<file path="src/rtl/tbd_pkg.sv">
package tbd_pkg;
  localparam int NUM_TAPS = 10;

  // Distance of tap j below the last core stage; 3 is skipped (16 Hz stage).
  function automatic int tap_drop(input int j);
    return (j <= 6) ? (10 - j) : (9 - j);
  endfunction

  // Stage number (1-based) that feeds tap j for a core of 'core' stages.
  function automatic int tap_stage(input int core, input int j);
    return core - tap_drop(j);
  endfunction
endpackage

</file>
<file path="src/rtl/tbd_bin_chain.sv">
module tbd_bin_chain #(
  parameter int WIDTH = 16
) (
  input  logic             clk,
  input  logic             rst,
  input  logic             en,
  output logic [WIDTH-1:0] q
);
  logic [WIDTH:0] carry;
  assign carry[0] = en;

  for (genvar k = 0; k < WIDTH; k++) begin : g_stage
    logic stage_q;
    always_ff @(posedge clk) begin
      if (rst)           stage_q <= 1'b0;
      else if (carry[k]) stage_q <= ~stage_q;
    end
    assign q[k]       = stage_q;
    assign carry[k+1] = carry[k] & stage_q;
  end


  hold_without_en_chk: assert property (@(posedge clk) disable iff (rst)
    (!en && !rst) |=> $stable(q));


  first_stage_toggles_chk: assert property (@(posedge clk) disable iff (rst)
    (en && !rst) |=> (q[0] != $past(q[0])));
endmodule

</file>
<file path="src/rtl/tbd_tap_select.sv">
module tbd_tap_select #(
  parameter int CORE  = 14,
  parameter int WIDTH = CORE + 2
) (
  input  logic [WIDTH-1:0]             q,
  output logic [tbd_pkg::NUM_TAPS-1:0] taps
);
  for (genvar j = 0; j < tbd_pkg::NUM_TAPS; j++) begin : g_tap
    localparam int BIT = tbd_pkg::tap_stage(CORE, j) - 1;
    assign taps[j] = q[BIT];
  end
endmodule

</file>
<file path="src/rtl/tbd_tick_gen.sv">
module tbd_tick_gen #(
  parameter int CORE = 14
) (
  input  logic          clk,
  input  logic          rst,
  input  logic          en,
  input  logic [CORE:0] q_low,
  output logic          tick
);
  logic rise_next;
  assign rise_next = en && (&q_low[CORE-1:0]) && !q_low[CORE];

  always_ff @(posedge clk) begin
    if (rst) tick <= 1'b0;
    else     tick <= rise_next;
  end


  tick_on_rise_chk: assert property (@(posedge clk) disable iff (rst)
    tick |-> (q_low[CORE] && !$past(q_low[CORE])));


  tick_single_chk: assert property (@(posedge clk) disable iff (rst)
    tick |=> !tick);
endmodule

</file>
<file path="src/rtl/xtal_sec_timebase.sv">
module xtal_sec_timebase #(
  parameter int CORE_STAGES = 14
) (
  input  logic                         clk,
  input  logic                         rst,
  input  logic                         ref_en,
  output logic [tbd_pkg::NUM_TAPS-1:0] taps,
  output logic                         sq_1hz,
  output logic                         gate_half_hz,
  output logic                         tick_1hz
);
  localparam int WIDTH = CORE_STAGES + 2;

  logic [WIDTH-1:0] cnt;

  tbd_bin_chain #(.WIDTH(WIDTH)) u_chain (
    .clk (clk),
    .rst (rst),
    .en  (ref_en),
    .q   (cnt)
  );

  tbd_tap_select #(.CORE(CORE_STAGES), .WIDTH(WIDTH)) u_taps (
    .q    (cnt),
    .taps (taps)
  );

  tbd_tick_gen #(.CORE(CORE_STAGES)) u_tick (
    .clk   (clk),
    .rst   (rst),
    .en    (ref_en),
    .q_low (cnt[CORE_STAGES:0]),
    .tick  (tick_1hz)
  );

  assign sq_1hz       = cnt[CORE_STAGES];
  assign gate_half_hz = cnt[CORE_STAGES+1];


  reset_clears_chk: assert property (@(posedge clk)
    rst |=> (taps == '0 && !sq_1hz && !gate_half_hz && !tick_1hz));


  gate_on_sq_fall_chk: assert property (@(posedge clk) disable iff (rst)
    ($rose(gate_half_hz) || $fell(gate_half_hz)) |-> $fell(sq_1hz));


  taps_need_en_chk: assert property (@(posedge clk) disable iff (rst)
    (!ref_en && !rst) |=> ($stable(taps) && !tick_1hz));
endmodule

</file>
<file path="config.mk">
export PLATFORM = sky130hd
export DESIGN_NAME = xtal_sec_timebase
export DESIGN_NICKNAME = d
export VERILOG_FILES = /design/src/rtl/tbd_pkg.sv /design/src/rtl/tbd_bin_chain.sv /design/src/rtl/tbd_tap_select.sv /design/src/rtl/tbd_tick_gen.sv /design/src/rtl/xtal_sec_timebase.sv
export SDC_FILE = /design/constraint.sdc
export NUM_CORES = 1
export LEC_CHECK = 0
export BUFFER_PORTS_ARGS = -buffer_cell sky130_fd_sc_hd__buf_2
export CAP_MARGIN = 30
export CORE_UTILIZATION = 50
export CTS_CLUSTER_SIZE = 16
export DETAILED_ROUTE_END_ITERATION = 8
export PLACE_DENSITY = 0.8
export SYNTH_ARGS = -nofsm -noshare
export SYNTH_HDL_FRONTEND = slang
export SYNTH_HIERARCHICAL = 1
export SYNTH_SLANG_ARGS = --single-unit
export TNS_END_PERCENT = 100
</file>
<file path="constraint.sdc">
create_clock -name clk -period 3.4 [get_ports clk]
set_input_delay 0.17 -clock clk [delete_from_list [all_inputs] [get_ports clk]]
set_output_delay 0.17 -clock clk [all_outputs]
set_load 0.005 [all_outputs]
</file>
==> flow_summary_export.csv <==
group,metric,value,unit
power,p_per_area,361,nW/um2
placed_design,dpl.hpwl,1.07,mm
worst_setup_path,crit_path_start_kind,"flip-flop",
cells_and_area,drive_gt1_share,21.2,%
cells_and_area,antennaDiodeCount,0,
clock_network,postCtsHoldBufs,0,
worst_setup_path,r2r_slack,1.62,ns
logic_synthesis,post-synth-top-count-cell,"buf_4",
routing,drt-initial-drc-count,12,
logic_synthesis,syn_area_per_cell,8.40,um2
logic_synthesis,yosysWarningCount,6,
worst_hold_path,min_from,"rst",
cells_and_area,fin_cells,129,
clock_network,cts_max_level,1,
logic_synthesis,synth-compound-area-share,4.48,%
worst_setup_path,rr_worst_depth,4,
clock_network,numClockSinks,17,
power,seq_power_share,64.9,%
floorplan,pin_count,16,
logic_synthesis,muxShareOfSynthArea,0,%
sta,setup_slack,1.62,ns
power,p_clk_share,31.8,%
cells_and_area,post-route-util,50.4,%
global_route,use_met1,21.4,%
routing,drt_pre_antenna_iters,4,
floorplan,die_x,45.6,um
floorplan,placementRows,15,
worst_setup_path,r2r-end,"u_chain/g_stage[13].stage_q$_SDFFE_PP0N_",
routing,drc,0,
routing,vias,665,
sta,worst_pin_slew,0.374,ns
sta,rsz0062_at_grt,"false",
worst_setup_path,worst_path_max_delay_cell,"or4_4",
global_route,grt_pass1_vias,584,
worst_setup_path,slowest_delay,0.58,ns
logic_synthesis,ys_seq_area_share,35.8,%
logic_synthesis,yosysTopAreaCellShare,35.8,%
sta,fin_skew,0.000941,ns
floorplan,die_h,45.6,um
logic_synthesis,synth_area_leaders,"dfxtp_1 36%, buf_4 21%, xnor2_1 8.3%",
logic_synthesis,syn-instance-count,113,
global_route,gr-max-usage-layer,"met2",
sta,hold_ws,0.241,ns
floorplan,start_util,54.4,%
logic_synthesis,synth_top_cell_by_area,"dfxtp_1",
placed_design,gp_congestion,0.847,
clock_network,clk_pin_slew_worst_paths,0.09,ns
floorplan,die-area,2080,um2
clock_network,postCtsSetupBuffers,0,
logic_synthesis,synth-xor-area-share,11.1,%
global_route,grt_max_degree,18,
worst_hold_path,hold_path_class,"in -> reg",
job,drv_cap,0,
clock_network,cts_resized,0,
floorplan,core,1750,um2
sta,finalHoldViolations,0,
logic_synthesis,async_flop_share,0,%
worst_setup_path,rr_startpoint,"u_chain/g_stage[0].stage_q$_SDFFE_PP0P_",
worst_setup_path,end_kind,"flip-flop",
power,p_leak,0.324,nW
logic_synthesis,syn_area,950,um2
worst_setup_path,crit_arrival,2.00,ns
clock_network,cts_tree,"done",
sta,finalSetupViolCount,0,
placed_design,dp_slack,1.65,ns
sta,min_period_over_period,52.5,%
logic_synthesis,ys_ff_latch,17,
power,ir_drop,0.195,mV
cells_and_area,finish.net_count,108,
clock_network,clk_latency,0.28,ns
logic_synthesis,synth_adder_area_share,0,%
sta,layout_min_cycle_time,1.78,ns
outcome,outcome,"completed",
worst_setup_path,cp_cell_sequence,"nand4_4, or4_4, or3_1, a21oi_1",
clock_network,clockBufferDepth,2,
worst_hold_path,hold_end,"u_chain/g_stage[12].stage_q$_SDFFE_PP0N_",
placed_design,port_buffers,15,
global_route,track_usage,17.6,%
logic_synthesis,synth_fp_nets,116,
logic_synthesis,synth_top_family_by_area,"simple AND/OR/NAND/NOR gates",
worst_hold_path,whs_path_depth,2,
power,intPower,0.251,mW
worst_setup_path,cp_max_fo,8,
cells_and_area,area_growth,-7.38,%
sta,tns,0,ns
routing,vias_per_cell,5.16,
logic_synthesis,synth_edf_count,0,
logic_synthesis,ys_types,22,
clock_network,clock-root-buffer,"clkbuf_4",
routing,wire_per_inst,11.3,um
routing,routed_wl,1.46,mm
global_route,grt_pass1_wl,2.53,mm
sta,relSlewSlack,74.8,%
logic_synthesis,synth-simple-area-share,26.1,%
placed_design,placed_cells,125,
global_route,grt-ovfl-total,0,
power,p_sw,0.0670,mW
global_route,grt_use_met3,7.14,%
sta,fmax,0.561,GHz
global_route,gr-usage-met2,27.1,%
logic_synthesis,yosys_most_used_dff,"dfxtp_1",
worst_setup_path,setup.worst_path.class,"reg -> reg",
routing,ant_nets,0,
power,swShare,21.1,%
global_route,antenna_found_initial,0,
power,comb_power_share,3.3,%
sta,drv_slew,0,
worst_setup_path,crit_required,3.62,ns
logic_synthesis,netlist_top_cells_count,"26 x buf_4, 17 x dfxtp_1, 13 x nor2_1, 9 x xnor2_1, 7 x nand2_1",
clock_network,cts_buffers,3,
==> kinds of logic (layout without fill, tap and decap cells) <==
| family | after synthesis | in the layout |
|---|---|---|
| XOR/XNOR | 12 | 12 |
| AND/OR/NAND/NOR | 45 | 45 |
| AO/OA/AOI/OAI | 8 | 8 |
| buffers and inverters | 31 | 22 |
| flip-flops | 17 | 17 |
==> placed cells by master, fill, tap and decap left out, drive strengths merged <==
cell,Yosys,routed
nor2,13,13
nand2,7,7
and3,2,2
xor2,3,3
and4,1,1
xnor2,9,9
or4,2,2
clkbuf,2,4
nand4,6,6
dfxtp,17,17
or3,3,3
a21oi,4,4
o21ai,3,3
nor4,3,3
nor3,3,3
o31ai,1,1
nand3,5,5
inv,3,3
buf,26,15
==> layer usage <==
layer | wire length, um | vias up
li1 | - | 336
met1 | 722 | 298
met2 | 636 | 29
met3 | 89 | 2
met4 | 12 | 0
met5 | 0 | -
==> through the flow <==
stage,power [mW],area [um2]
3_3_place_gp,0.220,853
2_1_floorplan,0.220,950
5_1_grt,0.336,880
3_5_place_dp,0.221,853
6_report,0.318,880
4_1_cts,0.325,880
==> how the worst max path moves through the flow <==
stage	from	to	slack, ns	cells past startpoint
after global placement	u_chain/g_stage[0].stage_q$_SDFFE_PP0P_	u_chain/g_stage[14].stage_q$_SDFFE_PP0P_	1.70	4
after global routing	u_chain/g_stage[6].stage_q$_SDFFE_PP0N_	u_chain/g_stage[13].stage_q$_SDFFE_PP0N_	1.48	4
after CTS	u_chain/g_stage[0].stage_q$_SDFFE_PP0P_	u_chain/g_stage[13].stage_q$_SDFFE_PP0N_	1.62	4
final	u_chain/g_stage[0].stage_q$_SDFFE_PP0P_	u_chain/g_stage[13].stage_q$_SDFFE_PP0N_	1.62	4
after detailed placement	u_chain/g_stage[0].stage_q$_SDFFE_PP0P_	u_chain/g_stage[13].stage_q$_SDFFE_PP0N_	1.65	4
after floorplan	u_chain/g_stage[0].stage_q$_SDFFE_PP0P_	u_chain/g_stage[14].stage_q$_SDFFE_PP0P_	1.73	4
==> power by group through the flow <==
stage	clock network (mW)	logic [mW]	registers, mW
finish	0.101	0.0103	0.206
CTS	0.109	0.0104	0.206
detailed placement	0	0.0103	0.211
global placement	0	0.0100	0.210
floorplan	0	0.0101	0.210
global route	0.118	0.0112	0.207
==> state kept, by name (all words and copies together), names as in the netlist <==
register                 flops
u_chain/g_stage.stage_q     16
u_tick/tick                  1
==> worst max-delay path: cells and delay by family, from the launching register on <==
family           cells  cell delay, ns
AO/OA/AOI/OAI        1            0.14
flip-flops           1            0.47
AND/OR/NAND/NOR      3            1.12
==> layout make-up <==
class	count	area, um2
well taps	25	31.3
repair buffers	15	75.1
fillers	186	866
clock buffers	4	26.3
inverters	3	11.3
flip-flops and latches	17	340
multi-input cells	65	395
Note: power is estimated with default switching activity, not from simulation.
